<file path="config.mk">
export PLATFORM = sky130hd
export DESIGN_NAME = pmu_top
export DESIGN_NICKNAME = d
export VERILOG_FILES = /design/src/rtl/pmu_pkg.sv /design/src/rtl/pmu_decode.sv /design/src/rtl/pmu_mul_stage.sv /design/src/rtl/pmu_result_stage.sv /design/src/rtl/pmu_top.sv
export SDC_FILE = /design/constraint.sdc
export NUM_CORES = 2
export LEC_CHECK = 0
export BUFFER_PORTS_ARGS = -buffer_cell sky130_fd_sc_hd__buf_2
export CORE_AREA = 2 2 383 385
export CTS_BUF_LIST = sky130_fd_sc_hd__clkbuf_16
export CTS_CLUSTER_DIAMETER = 150
export DETAILED_ROUTE_END_ITERATION = 8
export DIE_AREA = 0 0 385 387
export PLACE_DENSITY = 0.53
export SLEW_MARGIN = 20
export SYNTH_ARGS = -nofsm -noshare
export SYNTH_HDL_FRONTEND = slang
export SYNTH_HIERARCHICAL = 1
export SYNTH_SLANG_ARGS = --single-unit
</file>
<file path="constraint.sdc">
create_clock -name clk_i -period 4.7 [get_ports clk_i]
set_input_delay 0.705 -clock clk_i [delete_from_list [all_inputs] [get_ports clk_i]]
set_output_delay 0.705 -clock clk_i [all_outputs]
set_load 0.1 [all_outputs]
</file>
<file path="src/rtl/pmu_pkg.sv">
package pmu_pkg;
  typedef enum logic [1:0] {
    OP_HI  = 2'd0,
    OP_LO  = 2'd1,
    OP_MAC = 2'd2
  } pmu_op_e;

  localparam logic [7:0] OPC_PREFIX = 8'h0F;
  localparam logic [7:0] OPC_HI     = 8'hE5;
  localparam logic [7:0] OPC_LO     = 8'hD5;
  localparam logic [7:0] OPC_MAC    = 8'hF5;
endpackage

</file>
<file path="src/rtl/pmu_decode.sv">
module pmu_decode
  import pmu_pkg::*;
(
  input  logic [15:0] opc_i,
  output logic        legal_o,
  output pmu_op_e     op_o
);
  always_comb begin
    legal_o = (opc_i[15:8] == OPC_PREFIX);
    op_o    = OP_HI;
    unique case (opc_i[7:0])
      OPC_HI:  op_o = OP_HI;
      OPC_LO:  op_o = OP_LO;
      OPC_MAC: op_o = OP_MAC;
      default: legal_o = 1'b0;
    endcase
  end
endmodule

</file>
<file path="src/rtl/pmu_mul_stage.sv">
module pmu_mul_stage
  import pmu_pkg::*;
#(
  parameter int LANES = 4,
  parameter int LW    = 16,
  localparam int DW   = LANES * LW,
  localparam int PW   = 2 * LW
) (
  input  logic                  clk_i,
  input  logic                  rst_ni,
  input  logic                  en_i,
  input  logic                  load_i,
  input  pmu_op_e               op_i,
  input  logic [DW-1:0]         a_i,
  input  logic [DW-1:0]         b_i,
  output logic                  valid_o,
  output pmu_op_e               op_o,
  output logic [LANES*PW-1:0]   prod_o
);
  logic [LANES*PW-1:0] prod_d;

  // signed products only; low half equals the unsigned low half
  for (genvar l = 0; l < LANES; l++) begin : g_lane
    logic signed [LW-1:0] la, lb;
    assign la = a_i[l*LW +: LW];
    assign lb = b_i[l*LW +: LW];
    assign prod_d[l*PW +: PW] = PW'(la * lb);
  end

  always_ff @(posedge clk_i or negedge rst_ni) begin
    if (!rst_ni) begin
      valid_o <= 1'b0;
      op_o    <= OP_HI;
      prod_o  <= '0;
    end else if (en_i) begin
      valid_o <= load_i;
      if (load_i) begin
        op_o   <= op_i;
        prod_o <= prod_d;
      end
    end
  end

  a_r7_s1_hold: assert property (@(posedge clk_i) disable iff (!rst_ni)
    !en_i |=> $stable(valid_o) && $stable(prod_o));
endmodule

</file>
<file path="src/rtl/pmu_result_stage.sv">
module pmu_result_stage
  import pmu_pkg::*;
#(
  parameter int LANES = 4,
  parameter int LW    = 16,
  localparam int DW   = LANES * LW,
  localparam int PW   = 2 * LW,
  localparam int NPAIR = LANES / 2
) (
  input  logic                clk_i,
  input  logic                rst_ni,
  input  logic                en_i,
  input  logic                valid_i,
  input  pmu_op_e             op_i,
  input  logic [LANES*PW-1:0] prod_i,
  output logic                valid_o,
  output logic [DW-1:0]       data_o
);
  logic [DW-1:0] hi_w, lo_w, mac_w, res_d;

  for (genvar l = 0; l < LANES; l++) begin : g_half
    assign hi_w[l*LW +: LW] = prod_i[l*PW + LW +: LW];
    assign lo_w[l*LW +: LW] = prod_i[l*PW +: LW];
  end

  // wrapping pairwise sum, no saturation
  for (genvar p = 0; p < NPAIR; p++) begin : g_pair
    assign mac_w[p*PW +: PW] = prod_i[2*p*PW +: PW] + prod_i[(2*p+1)*PW +: PW];
  end

  always_comb begin
    unique case (op_i)
      OP_LO:   res_d = lo_w;
      OP_MAC:  res_d = mac_w;
      default: res_d = hi_w;
    endcase
  end

  always_ff @(posedge clk_i or negedge rst_ni) begin
    if (!rst_ni) begin
      valid_o <= 1'b0;
      data_o  <= '0;
    end else if (en_i) begin
      valid_o <= valid_i;
      if (valid_i) data_o <= res_d;
    end
  end

  a_r4_mac_wrap: assert property (@(posedge clk_i) disable iff (!rst_ni)
    en_i && valid_i && op_i == OP_MAC && prod_i == {LANES{PW'(1) << (PW-2)}}
    |=> data_o == {NPAIR{PW'(1) << (PW-1)}});
endmodule

</file>
<file path="src/rtl/pmu_top.sv">
module pmu_top
  import pmu_pkg::*;
#(
  parameter int LANES = 4,
  parameter int LW    = 16,
  localparam int DW   = LANES * LW,
  localparam int PW   = 2 * LW
) (
  input  logic          clk_i,
  input  logic          rst_ni,
  input  logic          in_valid_i,
  output logic          in_ready_o,
  input  logic [15:0]   opc_i,
  input  logic [DW-1:0] a_i,
  input  logic [DW-1:0] b_i,
  output logic          out_valid_o,
  input  logic          out_ready_i,
  output logic [DW-1:0] out_data_o,
  output logic          illegal_o
);
  logic                legal, accept, adv, s1_valid;
  pmu_op_e             dec_op, s1_op;
  logic [LANES*PW-1:0] s1_prod;

  // whole pipe freezes while the output waits
  assign adv        = !(out_valid_o && !out_ready_i);
  assign in_ready_o = adv;
  assign accept     = in_valid_i && in_ready_o;

  pmu_decode i_dec (
    .opc_i  (opc_i),
    .legal_o(legal),
    .op_o   (dec_op)
  );

  pmu_mul_stage #(.LANES(LANES), .LW(LW)) i_mul (
    .clk_i  (clk_i),
    .rst_ni (rst_ni),
    .en_i   (adv),
    .load_i (accept && legal),
    .op_i   (dec_op),
    .a_i    (a_i),
    .b_i    (b_i),
    .valid_o(s1_valid),
    .op_o   (s1_op),
    .prod_o (s1_prod)
  );

  pmu_result_stage #(.LANES(LANES), .LW(LW)) i_res (
    .clk_i  (clk_i),
    .rst_ni (rst_ni),
    .en_i   (adv),
    .valid_i(s1_valid),
    .op_i   (s1_op),
    .prod_i (s1_prod),
    .valid_o(out_valid_o),
    .data_o (out_data_o)
  );

  always_ff @(posedge clk_i or negedge rst_ni) begin
    if (!rst_ni) illegal_o <= 1'b0;
    else         illegal_o <= accept && !legal;
  end

  a_r7_out_hold: assert property (@(posedge clk_i) disable iff (!rst_ni)
    out_valid_o && !out_ready_i |=> out_valid_o && $stable(out_data_o));
  a_r7_no_ready: assert property (@(posedge clk_i) disable iff (!rst_ni)
    out_valid_o && !out_ready_i |-> !in_ready_o);
  a_r5_no_fill: assert property (@(posedge clk_i) disable iff (!rst_ni)
    accept && !legal |=> !s1_valid);
  a_r5_pulse: assert property (@(posedge clk_i) disable iff (!rst_ni)
    illegal_o |-> $past(in_valid_i) && $past(in_ready_o));
  a_r6_advance: assert property (@(posedge clk_i) disable iff (!rst_ni)
    s1_valid && in_ready_o |=> out_valid_o);
endmodule

</file>
==> out/results.tsv <==
stage	metric	value	unit
run_status	run_status	finished with violations	
run_status	violations	setup timing	
timing	max_freq	171	MHz
yosys	synth_nets	7156	
finish	layout-drive-gt1-share	25.6	%
clocking	cts_tree	done	
run	maxCapViolCount	0	
setup_path	critPathMaxFanout	5	
timing	rsz0062_at_grt	true	
clocking	worstSkewPairLatency	0.47	ns
clocking	cts_buffers	17	
yosys	yosys.area_share.xor_xnor	3.33	%
setup_path	critPathLaunchType	input port	
timing	finalCriticalPeriod	5.83	ns
global_route	antenna_found_initial	6	
setup_path	r2r_slack	1.47	ns
drt	drtIter0Drc	1730	
setup_path	cp-startpoint	b_i[52]	
timing	worst_clock_skew	0.0111	ns
die	start_util	34.9	%
yosys	synth_edf_count	0	
drt	wl	141	mm
die	die_area	149000	sq um
place	port_buffers	214	
yosys	synth_cells	5566	
place	place_area	59700	sq um
yosys	yosysSeqAreaShare	9.76	%
timing	finalSetupViolCount	89	
finish	layout_common_cells	inv_1, fa_1, nand2_1, buf_4, and2_1	
place	place_ws	-1.80	ns
yosys	synth-compound-area-share	9.64	%
clocking	cts_sinks	197	
timing	relSlewSlack	30.2	%
place	gp_congestion	0.894	
yosys	synth_area_per_cell	9.07	sq um
drt	drc_errors	0	
setup_path	r2r-start	i_mul/prod_o[32]	
clocking	clock_path_buffers	2	
die	die_x	385	microns
timing	fin_setup_tns	-60.17	ns
die	ios	215	
setup_path	cp_data_arrival_time	6.19	ns
yosys	syn_area	50500	sq um
yosys	synth_flop_cell	dfrtp_1	
yosys	synthSimpleGateAreaFrac	15.1	%
setup_path	r2r_end	i_res/data_o[18]	
finish	syn_to_final_growth	27.1	%
global_route	grt_pass1_wl	232	mm
drt	vias_per_cell	4.81	
yosys	muxShareOfSynthArea	0.505	%
yosys	synth-seq-cells	197	
timing	report.final.hold_viol_count	0	
clocking	cts-hold-fix-buffers	0	
setup_path	reg2reg_depth	12	
finish	final_common_cell	inv_1	
finish	multiInputGateArea	43000	sq um
global_route	grt_pass1_vias	43200	
yosys	synth_top_family_by_area	adder cells	
timing	slew_viol_final	0	
global_route	overflow	0	
yosys	synth_cell_types	84	
global_route	grt_start_max_net_pins	97	
finish	nets	7969	
global_route	grt_usage	19.4	%
die	rows	140	
drt	ant_nets	0	
finish	regArea	4930	sq um
yosys	synth_adder_area_share	51.3	%
min_path	hold_path.class	in2async	
place	dp.final_hpwl	121	mm
clocking	cts_root_buffer	clkbuf_16	
drt	vias	40000	
finish	nFillCells	14100	
finish	finalInstanceArea	64200	sq um
timing	layout_setup_ws	-1.13	ns
clocking	clk_pin_slew	0.08	ns
timing	worstMarginPinSlew	1.04	ns
setup_path	crit_type	in2reg	
clocking	htreeDepth	4	
drt	drt-pass1-iter-count	5	
die	core-area	145000	sq um
yosys	ys_async_sr_fraction	100	%
die	die_height	387	microns
timing	period_share	124	%
setup_path	required	5.05	ns
drt	wl_per_cell	17.0	microns
yosys	yosys_warnings	6	
setup_path	end_kind	flip-flop	
==> per-stage QoR <==
step                std cells  hold slack (ns)  utilization [%]
finish                   8310            0.226             44.3
global route             8309            0.308             44.3
CTS                      8268            0.285             43.4
detailed placement       8167            0.465             41.2
global placement         8167            0.463             41.2
floorplan                5566            0.409                -
==> worst max path at each step <==
stage	endpoint	slack (ns)
after floorplan	i_mul/prod_o[124]	-1.41
after global placement	i_mul/prod_o[124]	-1.78
after detailed placement	i_mul/prod_o[124]	-1.80
after CTS	i_mul/prod_o[124]	-1.15
after global routing	i_mul/prod_o[124]	-1.33
final	i_mul/prod_o[124]	-1.13
==> cell type report <==
type,count,share of cell area (%)
inverter,1176,6.90
clock inverter,15,0.294
tap,1917,3.74
antenna,1,0.00390
sequential,197,7.68
multi-input combinational,3974,67.0
timing repair buffer,1013,13.7
clock buffer,17,0.663
==> sequential cells by signal, indices dropped and copies added (netlist names) <==
register and cells:
i_mul/prod_o 128, i_res/data_o 64, i_mul/op_o 2, i_mul/valid_o 1, i_res/valid_o 1, illegal_o 1
==> worst max-delay path, cell delays in order <==
cell      delay [ns]
buf_12          0.11
and2_4          0.15
fa_1            0.53
inv_1           0.05
fa_1            0.47
fa_1            0.50
inv_1           0.05
fa_1            0.46
fa_1            0.49
inv_1           0.05
fa_1            0.51
inv_2           0.05
ha_4            0.21
a211o_1         0.27
a211o_1         0.28
a311o_1         0.31
a221o_1         0.32
a21o_4          0.25
a211oi_2        0.20
xor2_1          0.17
o21ai_1         0.07
==> what timing repair did <==
item	4_1_cts	5_1_grt
pin swaps	289	188
endpoints found under the setup margin	89	92
resized for setup	559	276
gates cloned	3	2
setup buffers	78	41
==> synth_stat cells, types with 4 or more instances <==
library cell     n  area share, %
inv_1         1176            8.7
fa_1          1050             42
nand2_1        714            5.3
and2_1         502            6.2
ha_1           392            9.7
o21ai_0        230            2.3
clkbuf_1       214            1.6
dfrtp_1        197            9.8
a21oi_1        156            1.5
nor2_1         151            1.1
xnor2_1        127            2.2
a21o_1          85            1.3
xor2_1          65            1.1
nor3_1          46           0.46
a221oi_1        44           0.76
nand2b_1        33           0.41
nand3_1         31           0.31
a221o_1         25           0.50
nand4_1         22           0.27
mux2_2          20           0.45
o31ai_1         20           0.30
o21ai_1         18           0.18
and3_1          17           0.21
nor2b_1         17           0.21
o21bai_1        17           0.25
o22ai_1         17           0.21
a211oi_1        16           0.24
o211ai_1        15           0.22
o21a_1          15           0.22
a31oi_1         12           0.15
a211o_1          8           0.14
or3_1            8          0.099
a31o_2           7           0.12
and4_1           6           0.10
o41ai_1          6           0.10
a21boi_0         5          0.074
a2111oi_0        4          0.069
a41oi_1          4          0.069
buf_1            4          0.030
or2_2            4          0.050
or4_1            4          0.059
==> routing by layer <==
layer / routed length, microns / up-vias / part of all wire (%) / track usage [%]
li1: - / 18700 / - / -
met1: 61300 / 20500 / 43 / 26.0
met2: 70900 / 650 / 50 / 33.9
met3: 6170 / 119 / 4.4 / 2.39
met4: 2620 / 0 / 1.9 / 3.47
met5: 0 / - / 0 / 0
==> cell families (layout without fill, tap and decap cells) <==
kind of cell / Yosys count / count (layout)
fa+ha+maj: 1442 / 1442
flops: 197 / 197
simple gates: 1568 / 1568
buf+inv: 1395 / 2221
mux: 23 / 23
xor+xnor: 192 / 192
compound gates: 749 / 749
other cells: 0 / 1
Power is not shown: default switching activity piles up to over one toggle a cycle in this logic, so the estimate is an artifact.
